### config.mk
export PLATFORM = sky130hd
export DESIGN_NAME = bus_if_unit
export DESIGN_NICKNAME = d
export VERILOG_FILES = /design/src/rtl/bif_pkg.sv /design/src/rtl/bif_seq.sv /design/src/rtl/bif_plan.sv /design/src/rtl/bus_if_unit.sv
export SDC_FILE = /design/constraint.sdc
export NUM_CORES = 1
export LEC_CHECK = 0
export BUFFER_PORTS_ARGS = -buffer_cell sky130_fd_sc_hd__buf_2
export CAP_MARGIN = 20
export CORE_ASPECT_RATIO = 0.7
export CORE_UTILIZATION = 28
export CTS_BUF_LIST = sky130_fd_sc_hd__clkbuf_8
export DETAILED_ROUTE_END_ITERATION = 6
export GPL_ROUTABILITY_DRIVEN = 0
export MAX_ROUTING_LAYER = met4
export PLACE_DENSITY = 0.48
export SYNTH_ARGS = -nofsm -noshare
export SYNTH_HDL_FRONTEND = slang
export SYNTH_HIERARCHICAL = 1
export SYNTH_SLANG_ARGS = --single-unit
export TNS_END_PERCENT = 50
### constraint.sdc
create_clock -name clk -period 2.7 [get_ports clk]
set_input_delay 0.27 -clock clk [delete_from_list [all_inputs] [get_ports clk]]
set_output_delay 0.27 -clock clk [all_outputs]
set_load 0.05 [all_outputs]
### src/rtl/bif_pkg.sv
package bif_pkg;
   typedef enum logic [2:0] {
      TS_IDLE,
      TS_T1,
      TS_T2,
      TS_T3,
      TS_TW,
      TS_T4
   } tstate_e;

   localparam int BIF_LANES = 2;
endpackage

### src/rtl/bif_seq.sv
module bif_seq
   import bif_pkg::*;
(
   input  logic    clk,
   input  logic    rst_n,
   input  logic    start,
   input  logic    ready,
   input  logic    last,
   output tstate_e state,
   output logic    phase,
   output logic    done,
   output logic    strobe,
   output logic    sample
);
   tstate_e state_nxt;
   logic    phase_nxt;

   always_comb begin
      state_nxt = state;
      phase_nxt = phase;
      unique case (state)
         TS_IDLE: if (start) begin
            state_nxt = TS_T1;
            phase_nxt = 1'b0;
         end
         TS_T1:   state_nxt = TS_T2;
         TS_T2:   state_nxt = TS_T3;
         TS_T3,
         TS_TW:   state_nxt = ready ? TS_T4 : TS_TW;
         TS_T4: begin
            if (last) begin
               state_nxt = TS_IDLE;
            end else begin
               state_nxt = TS_T1;
               phase_nxt = 1'b1;
            end
         end
         default: state_nxt = TS_IDLE;
      endcase
   end

   always_ff @(posedge clk) begin
      if (!rst_n) begin
         state <= TS_IDLE;
         phase <= 1'b0;
         done  <= 1'b0;
      end else begin
         state <= state_nxt;
         phase <= phase_nxt;
         done  <= (state == TS_T4) && last;
      end
   end

   assign strobe = (state == TS_T2) || (state == TS_T3) || (state == TS_TW);
   assign sample = ((state == TS_T3) || (state == TS_TW)) && ready;
endmodule

### src/rtl/bif_plan.sv
module bif_plan
   import bif_pkg::*;
#(
   parameter int AW = 16
) (
   input  logic                 word,
   input  logic [AW-1:0]        base,
   input  logic                 phase,
   output logic [AW-1:0]        addr,
   output logic [BIF_LANES-1:0] be,
   output logic [BIF_LANES-1:0] src
);
   logic odd;
   logic split;

   assign odd   = base[0];
   assign split = word && odd;
   assign addr  = base + AW'(phase);

   always_comb begin
      if (!odd)
         be = word ? 2'b11 : 2'b01;
      else if (split && phase)
         be = 2'b01;
      else
         be = 2'b10;
   end

   for (genvar l = 0; l < BIF_LANES; l++) begin : g_src
      assign src[l] = (word && !odd) ? 1'(l) : phase;
   end
endmodule

### src/rtl/bus_if_unit.sv
module bus_if_unit
   import bif_pkg::*;
#(
   parameter int AW = 16,
   parameter int LW = 8
) (
   input  logic              clk,
   input  logic              rst_n,
   input  logic              req_valid,
   input  logic              req_write,
   input  logic              req_word,
   input  logic [AW-1:0]     req_addr,
   input  logic [2*LW-1:0]   req_wdata,
   output logic              req_busy,
   output logic              req_done,
   output logic [2*LW-1:0]   req_rdata,
   output logic [AW-1:0]     bus_addr,
   output logic [1:0]        bus_be,
   output logic              bus_rd,
   output logic              bus_wr,
   output logic              bus_doe,
   output logic [2*LW-1:0]   bus_dout,
   input  logic [2*LW-1:0]   bus_din,
   input  logic              bus_ready
);
   localparam int DW = LW * BIF_LANES;

   if (AW < 2) begin : g_bad_aw
      $error("bus_if_unit: AW must be at least 2");
   end
   if (LW < 1) begin : g_bad_lw
      $error("bus_if_unit: LW must be at least 1");
   end

   tstate_e              state;
   logic                 phase, strobe, sample, last, accept, busy;
   logic [AW-1:0]        q_addr, plan_addr;
   logic                 q_word, q_write;
   logic [DW-1:0]        q_wdata, rdata_q, rdata_nxt;
   logic [BIF_LANES-1:0] plan_be, plan_src;

   assign busy   = (state != TS_IDLE);
   assign accept = req_valid && !busy;
   assign last   = !(q_word && q_addr[0]) || phase;

   always_ff @(posedge clk) begin
      if (!rst_n) begin
         q_addr  <= '0;
         q_word  <= 1'b0;
         q_write <= 1'b0;
         q_wdata <= '0;
      end else if (accept) begin
         q_addr  <= req_addr;
         q_word  <= req_word;
         q_write <= req_write;
         q_wdata <= req_wdata;
      end
   end

   bif_seq u_seq (
      .clk    (clk),
      .rst_n  (rst_n),
      .start  (accept),
      .ready  (bus_ready),
      .last   (last),
      .state  (state),
      .phase  (phase),
      .done   (req_done),
      .strobe (strobe),
      .sample (sample)
   );

   bif_plan #(.AW(AW)) u_plan (
      .word  (q_word),
      .base  (q_addr),
      .phase (phase),
      .addr  (plan_addr),
      .be    (plan_be),
      .src   (plan_src)
   );

   always_comb begin
      rdata_nxt = rdata_q;
      if (accept) begin
         rdata_nxt = '0;
      end else if (sample && !q_write) begin
         for (int l = 0; l < BIF_LANES; l++) begin
            if (plan_be[l])
               rdata_nxt[int'(plan_src[l])*LW +: LW] = bus_din[l*LW +: LW];
         end
      end
   end

   always_ff @(posedge clk) begin
      if (!rst_n) rdata_q <= '0;
      else        rdata_q <= rdata_nxt;
   end

   for (genvar l = 0; l < BIF_LANES; l++) begin : g_lane
      assign bus_dout[l*LW +: LW] = (bus_doe && plan_be[l]) ?
                                    q_wdata[int'(plan_src[l])*LW +: LW] : '0;
   end

   assign req_busy  = busy;
   assign req_rdata = rdata_q;
   assign bus_addr  = busy ? plan_addr : '0;
   assign bus_be    = busy ? plan_be : '0;
   assign bus_rd    = strobe && !q_write;
   assign bus_wr    = strobe && q_write;
   assign bus_doe   = strobe && q_write;
endmodule

# Yosys cells after proc, flatten, opt, wreduce, memory -nomap -nowiden

Cells that the tools add are included.

Add/subtract/negate cells: 3
Multiply operators: 0
Div/mod/pow operators: 0
Magnitude comparators: 0
Equal/unequal tests: 7
Shift-type cells: 6
Mux-type cells: 22
Bitwise operators: 1
Reduce and logical (&&, ||, !) cells: 25

Operator list:

| operator                                                                | count |
|---|---|
| 16-bit two-way mux                                                      | 5 |
| 4-bit negator with 33-bit output                                        | 2 |
| 8-bit by 33-bit variable shift with 16-bit output, first input constant | 2 |
| 8-bit by 33-bit variable part select with 16-bit output                 | 2 |
| 16-bit bitwise mux                                                      | 2 |
| 16-bit by 5-bit variable part select with 8-bit output                  | 2 |
| 16-bit by 1-bit adder with 16-bit output                                | 1 |
| 8-bit two-way mux                                                       | 2 |
| 3-bit case mux with 5 select lines                                      | 1 |
| 1-bit logical AND                                                       | 11 |
| 2-bit two-way mux                                                       | 4 |
| 3-bit by 2-bit equality test with 1-bit output, second input constant   | 2 |
| 3-bit equality test, second input constant                              | 2 |
| 1-bit two-way mux                                                       | 6 |
| 1-bit zero test                                                         | 4 |
| 1-bit logical OR                                                        | 4 |
| 2-bit != test, second input constant                                    | 2 |
| 2-bit OR reduction                                                      | 2 |
| 3-bit by 1-bit equality test with 1-bit output, second input constant   | 1 |
| 3-bit zero test                                                         | 1 |
| 3-bit two-way mux                                                       | 1 |
| 3-bit AND reduction                                                     | 1 |
| 3-bit nonzero test                                                      | 1 |
| 1-bit case mux with 2 select lines                                      | 1 |
| other kinds (2)                                                         | 2 |

Bits in registers: 55
Bits in latches: 0
RAM bits: 0
ROM bits: 0
Output and inout bits: 55
Word-level logic and storage cells: 72
Memories: 0

# Longest topological paths before layout

Gate-level depths: netlist (run 1).

Depth after elaboration: 11
Gate-level depth with buffers: 8
Mapped depth without buffers: 7

# Cells and area by module

The synthesis (run 1) kept the hierarchy.

Modules (own cells, without submodules):

| module      | instances | cells each | area each (µm²) |
|---|---|---|---|
| bus_if_unit | 1         | 294        | 2431.1 |
| bif_plan    | 1         | 51         | 361.6 |
| bif_seq     | 1         | 26         | 251.5 |

# Worst setup path before layout (run 1)

Ideal clock, no wire load.

Path type: register to output
Start: reg u_seq.state[1]
End: out bus_dout[0]
Arrival: 2.134 ns
Data required time: 2.430 ns
Slack: 0.296 ns
Stages on the path, launching flop included: 6
Path buffers: 0
Cell sequence: dfxtp_1 > nand2b_1 > o21ai_1 > and2_1 > nand2_1 > nor2_1

Cells in the longest elaborated chain, start to end: 6
Elaborated cells between the ends (all ways): 8

Ends and longest elaborated chain:

| what                                           | line               | source |
|---|---|---|
| from (decl)                                    | bif_seq.sv:9       | `output tstate_e state,` |
| from (signal assigned)                         | bif_seq.sv:48      | `state <= state_nxt;` |
| 3-bit by 2-bit equality test with 1-bit output | bif_seq.sv:54      | `assign strobe = (state == TS_T2) \|\| (state == TS_T3) \|\| (state == TS_TW);` |
| 1-bit logical OR                               | bif_seq.sv:54      |  |
| 1-bit logical OR (*)                           | bif_seq.sv:54      |  |
| net strobe                                     | bus_if_unit.sv:36  | `logic phase, strobe, sample, last, accept, busy;` |
| 1-bit logical AND (*)                          | bus_if_unit.sv:110 | `assign bus_doe = strobe && q_write;` |
| net bus_doe                                    | bus_if_unit.sv:21  | `output logic bus_doe,` |
| 1-bit logical AND (*)                          | bus_if_unit.sv:100 | `assign bus_dout[l*LW +: LW] = (bus_doe && plan_be[l]) ?` |
| 8-bit two-way mux (*)                          | bus_if_unit.sv:100 |  |
| to (decl)                                      | bus_if_unit.sv:22  | `output logic [2*LW-1:0] bus_dout,` |

The timed path passes the listed nets; every way through them passes the cells marked *.

# Worst setup path after layout (run 1)

Start: reg u_seq.phase
End: out bus_addr[12]

Cells in the longest elaborated chain, start to end: 2

Ends and longest elaborated chain:

| what                                     | line               | source |
|---|---|---|
| from (decl)                              | bif_seq.sv:10      | `output logic phase,` |
| from (signal assigned)                   | bif_seq.sv:49      | `phase <= phase_nxt;` |
| 16-bit by 1-bit adder with 16-bit output | bif_plan.sv:18     | `assign addr = base + AW'(phase);` |
| net plan_addr[12]                        | bus_if_unit.sv:37  | `logic [AW-1:0] q_addr, plan_addr;` |
| 16-bit two-way mux                       | bus_if_unit.sv:106 | `assign bus_addr = busy ? plan_addr : '0;` |
| to (decl)                                | bus_if_unit.sv:17  | `output logic [AW-1:0] bus_addr,` |

The timed path passes the listed nets, and every way through them passes these cells.

==> run metrics, run 1 <==
status completed; critical path's largest stage delay 0.41 ns; end of the worst hold path q_addr[12]$_SDFFE_PN0P_; overall global routing resource usage 15.9%; Cell variety after synth 47; post-route insts no fill 607; GRT overflow 0; mapped cell area 3040 sq um; number of global-route vias before repair 2,670; required time worst endpoint 2.43 ns; worst slew pin tran 0.576 ns; Reg2Reg Launch Point u_seq/state[1]$_SDFFE_PN0P_; final setup vio count 0; initial antenna violation count 0; hold-fix buffer count after cts 0; fillcell total 1,128; yosys warns 6; global-route wire length before repair 13,400 microns; placed cell count 599; cells along the critical path ha_1 > ha_2 > nand4_1 > nor3_1 > xor2_1 > nor2b_1 > buf_2; arrival time worst endpoint 2.23 ns; Crit Path Category flop to output pin; EDFF count, synth 0; die height 89.2 microns; total negative slack 0 ns; H-tree depth 2; post-route clock period utilization 92.7%; share of the synthesized area in the top cell type 36.2%; Crit-path slowest cell dfxtp_2; Pleak 1.64 nW; Final min period 2.50 ns; Worst slew margin 61.5%; Horiz. Die Dim 127 microns; synth-to-layout area growth 24.3%; Power Dens Cells 767 nW/um^2; R2R Setup Slk 0.65 ns; post-DP HPWL 6290 microns; Critical R2R Capture req_rdata[11]$_SDFFE_PP0P_; commonest non-fill, non-tap cell in the layout buf_2; nature of the critical path endpoint output pin; Slew Limit Fails 0; Buffers on Ports 108; sequential cell area fraction in the yosys report 36.2%; clock latency on the worst-skew pair 0.32 ns; drt via density 4.72; hold slack final 0.197 ns; Clock Sinks 55; Synth Instances 371; flip-flop and latch area 1100 sq um; Post-route DRC 0; Clock Tree Root clkbuf_8; max-cap violation count 0; final design utilization 36.1%; Initial Utilization 29.1%; most frequent cells in the layout buf_2 (107), nand2_1 (82), dfxtp_1 (53), nor2_1 (35), a21boi_0 (32); hold_sp req_addr[12]; Syn Area/Cell 8.21 sq um; TritonCTS clock tree yes; Yosys reg bits 55; ys flop type dfxtp_1; core region area 10,500 sq um; post-synthesis cell type with the largest combined area dfxtp_1; Antenna Nets Post-Route 0; wire per inst 14.1 microns; RSZ-0062 raised after global routing false; initial drt markers 183; Area contributors post-synth dfxtp_1 (36%), nand2_1 (10%), mux2i_1 (9.5%); Worst Skew 0.0137 ns; Ant. Diodes 0; worst-path fanout max 9; fmax 400 MHz; Rows 31; routed vias 2,866; nets 531; largest net degree at the start of global routing 40; area of the multi-input gates 1810 sq um; Num CTS Buffers 5; cells on worst reg2reg path 7; I/O pins 109; clk slew on worst S/H paths 0.10 ns; CTS Buffer Depth 2; WL final 8550 microns; Worst setup SP type flop; syn nets 428; Die Area 11,300 sq um; Hold Path Class primary input to flop; Hold Vio Cnt, Final 0; share of post-route cells with drive strength above 1 28.8%; length of the first detailed-routing pass in iterations 4; WHS Path Cells 3; Max VDD drop 0.321 mV; asr flop ratio synth 0%
[Yosys cell counts (4+ instances only)]
master,number
nand2_1,82
nand2b_1,7
xnor2_1,6
a211oi_1,13
mux2i_1,29
nand3_1,6
nand4_1,7
nor2_1,35
buf_2,5
nor2b_1,20
a21boi_0,32
buf_6,4
and2_1,4
xor2_1,9
inv_1,5
clkbuf_1,8
dfxtp_1,55
[sequential cells by signal (all words and copies together), names as in the netlist]
register and cells:
q_addr 16, q_wdata 16, req_rdata 16, u_seq/state 3, q_word 1, q_write 1, u_seq/done 1, u_seq/phase 1
[per-stage QoR]
step	instance area [sq um]	setup WS, ns	total power, mW
3_3_place_gp	3690	0.537	2.46
4_1_cts	3770	0.0870	2.95
2_1_floorplan	3040	0.296	2.13
3_5_place_dp	3690	0.460	2.48
6_report	3780	0.198	2.90
5_1_grt	3780	0.0134	3.13
[per-layer routing]
layer,share of wire [%],global-route usage [%]
met5,0,-
met4,1.3,4.71
met3,4.9,3.53
met2,41,22.7
met1,53,22.3
[critical path, delay by kind of cell, from the launching register on]
family | cells | cell delay [ns]
xor gates and xnor gates | 1 | 0.15
adders and majority gates | 2 | 0.48
buffers and inverters | 1 | 0.27
DFF | 1 | 0.41
and+or+nand+nor | 3 | 0.61
[how the worst max path moves through the flow]
stage                                 from           end  slack [ns]  depth (start not counted)
5_1_grt           u_seq/phase$_SDFFE_PN0P_  bus_addr[12]        0.01                          7
4_1_cts           u_seq/phase$_SDFFE_PN0P_  bus_addr[14]        0.09                          7
3_5_place_dp      u_seq/phase$_SDFFE_PN0P_  bus_addr[14]        0.46                          7
2_1_floorplan  u_seq/state[1]$_SDFFE_PN0P_   bus_dout[0]        0.30                          5
3_3_place_gp        q_addr[0]$_SDFFE_PN0P_  bus_addr[14]        0.54                          7
6_report          u_seq/phase$_SDFFE_PN0P_  bus_addr[12]        0.20                          7
[final cells by class]
type	instances	share of cell area [%]
Tap cell	132	4.36
Sequential cell	55	29.2
Timing Repair Buffer	115	15.7
Clock buffer	5	1.82
Inverter	6	0.595
Multi-Input combinational cell	291	47.9
Clock inverter	3	0.397
[logic make-up after synthesis]
kind of cell | synth area share [%]
AO/OA/AOI/OAI | 16.3
XOR/XNOR | 4.32
AND/OR/NAND/NOR | 27.9
adder cells (fa/ha/maj) | 1.23
multiplexers | 9.54
buffers and inverters | 4.52
flip-flops | 36.2
[where the power goes]
| part | leakage (nW) | internal [mW] | switching, mW |
|---|---|---|---|
| combinational | 1.14 | 0.413 | 0.912 |
| clock | 0.0477 | 0.179 | 0.278 |
| sequential | 0.449 | 0.944 | 0.176 |
[timing repair]
item,CTS,global route
buffers inserted,0,0
endpoints found under the setup margin,0,4
resized for setup,0,5
No activity file was read; power rests on OpenSTA's default activity.
==> run 2, diff against run 1 <==
--- a/config.mk
+++ b/config.mk
@@ -8,12 +8,13 @@
 export BUFFER_PORTS_ARGS = -buffer_cell sky130_fd_sc_hd__buf_2
 export CAP_MARGIN = 20
 export CORE_ASPECT_RATIO = 0.7
-export CORE_UTILIZATION = 28
+export CORE_UTILIZATION = 32
 export CTS_BUF_LIST = sky130_fd_sc_hd__clkbuf_8
 export DETAILED_ROUTE_END_ITERATION = 6
 export GPL_ROUTABILITY_DRIVEN = 0
 export MAX_ROUTING_LAYER = met4
-export PLACE_DENSITY = 0.48
+export PLACE_DENSITY = 0.54
+export RECOVER_POWER = 25
 export SYNTH_ARGS = -nofsm -noshare
 export SYNTH_HDL_FRONTEND = slang
 export SYNTH_HIERARCHICAL = 1
==> run metrics, run 2 (synthesis gave the netlist of run 1 again) <==
number of setup buffers added after CTS 0 (unchanged); arrival time worst endpoint 2.24 ns (about the same); Ant. Diodes 0 (unchanged); largest net degree at the start of global routing 41 (+2.5%); post-route clock period utilization 92.9% (+0.22 points); Hold Path Class primary input to flop; status completed; Buffers on Ports 108 (unchanged); Horiz. Die Dim 119 microns (-6.4%); RSZ-0062 raised after global routing false; Worst setup SP type flop; length of the first detailed-routing pass in iterations 4 (unchanged); max-cap violation count 0 (unchanged); routed vias 2,853 (-0.45%); CTS Buffer Depth 2 (unchanged); Post-route DRC 0 (unchanged); Rows 29 (-6.5%); Crit Path Category flop to output pin; Worst Skew 0.0104 ns (-0.00331 ns); clock latency on the worst-skew pair 0.31 ns (about the same); core region area 9140 sq um (-13%); Die Area 9910 sq um (-12%); worst slew pin tran 1.08 ns (+0.507 ns); fmax 399 MHz (-0.23%); commonest non-fill, non-tap cell in the layout buf_2; overall global routing resource usage 17.3% (+1.3 points); die height 83.6 microns (-6.3%); Power Dens Cells 790 nW/um^2 (+3.1%); initial drt markers 155 (-15%); total negative slack 0 ns (unchanged); TritonCTS clock tree yes; wire per inst 13.7 microns (-3.1%); Num CTS Buffers 5 (unchanged); required time worst endpoint 2.43 ns (about the same); Final min period 2.51 ns (+0.00589 ns); worst-path fanout max 9 (unchanged); final setup vio count 0 (unchanged); Clock Sinks 55 (unchanged); clk slew on worst S/H paths 0.10 ns (about the same); Slew Limit Fails 0 (unchanged); drt via density 4.78 (+1.2%); GRT overflow 0 (unchanged); number of global-route vias before repair 2,721 (+1.9%); Worst slew margin 27.7% (-34 points); Initial Utilization 33.3% (+4.2 points); WL final 8150 microns (-4.7%); nets 529 (-0.38%); most frequent cells in the layout buf_2 (91), nand2_1 (82), dfxtp_1 (53), nor2_1 (35), a21boi_0 (33); nature of the critical path endpoint output pin; I/O pins 109 (unchanged); final design utilization 41.1% (+5.0 points); post-DP HPWL 5920 microns (-5.9%); R2R Setup Slk 0.52 ns (-0.13 ns); synth-to-layout area growth 23.6%; share of post-route cells with drive strength above 1 24.3% (-4.5 points); Antenna Nets Post-Route 0 (unchanged); Clock Tree Root clkbuf_8; H-tree depth 2 (unchanged); Hold Vio Cnt, Final 0 (unchanged); initial antenna violation count 0 (unchanged); global-route wire length before repair 13,400 microns (-0.41%); Max VDD drop 0.237 mV (-26%); Pleak 1.57 nW (-4.2%)
[run 2: where the power goes]
part | switching [mW] | internal, mW
registers | 0.171 | 0.944
logic | 0.896 | 0.392
clock network | 0.270 | 0.301
total | 1.34 | 1.64
[run 2: metal layers]
layer | part of all wire (%) | up-vias | GRT usage, %
met5 | 0 | - | -
met1 | 53 | 1320 | 24.3
met2 | 42 | 62 | 24.6
li1 | - | 1460 | -
met3 | 4.2 | 11 | 4.03
met4 | 1.1 | 0 | 4.37
[run 2: worst max-delay path: stages, from the launching register on]
cell	delay [ns]
dfxtp_2	0.40
ha_1	0.21
ha_1	0.25
nand4_1	0.20
nor3_1	0.27
xor2_1	0.16
nor2b_1	0.16
buf_2	0.28
[run 2: area by class of cell]
| cell class | count | area (sq um) |
|---|---|---|
| multi-input cells | 291 | 1810 |
| clock buffers | 6 | 82.6 |
| well taps | 124 | 155 |
| repair buffers | 113 | 557 |
| fillers | 1004 | 5380 |
| flip-flops and latches | 55 | 1100 |
| inverters | 6 | 22.5 |
| clock inverters | 2 | 35.0 |
[run 2: stage by stage]
step	setup slack [ns]	area (sq um)	hold slack [ns]	instances	total power, mW
detailed placement	0.510	3660	0.473	589	2.45
CTS	0.150	3780	0.183	597	3.03
finish	0.192	3760	0.194	597	2.97
global placement	0.553	3660	0.464	589	2.43
floorplan	0.296	3040	0.392	371	2.13
global route	0.0159	3760	0.190	597	3.20
[run 2: worst paths after layout]
kind	cells after the start	from	to
worst min register to register	2	q_wdata[8]$_SDFFE_PN0P_	q_wdata[8]$_SDFFE_PN0P_
worst max register to register	5	u_seq/state[0]$_SDFFE_PN0P_	u_seq/phase$_SDFFE_PN0P_
worst min-delay path	3	req_wdata[6]	q_wdata[6]$_SDFFE_PN0P_
worst max-delay path	7	u_seq/phase$_SDFFE_PN0P_	bus_addr[12]
[run 2: repair_timing]
item                                    in CTS  in global routing
resized for setup                            0                  3
endpoints found under the setup margin       0                  3
hold buffers                                 0                  0
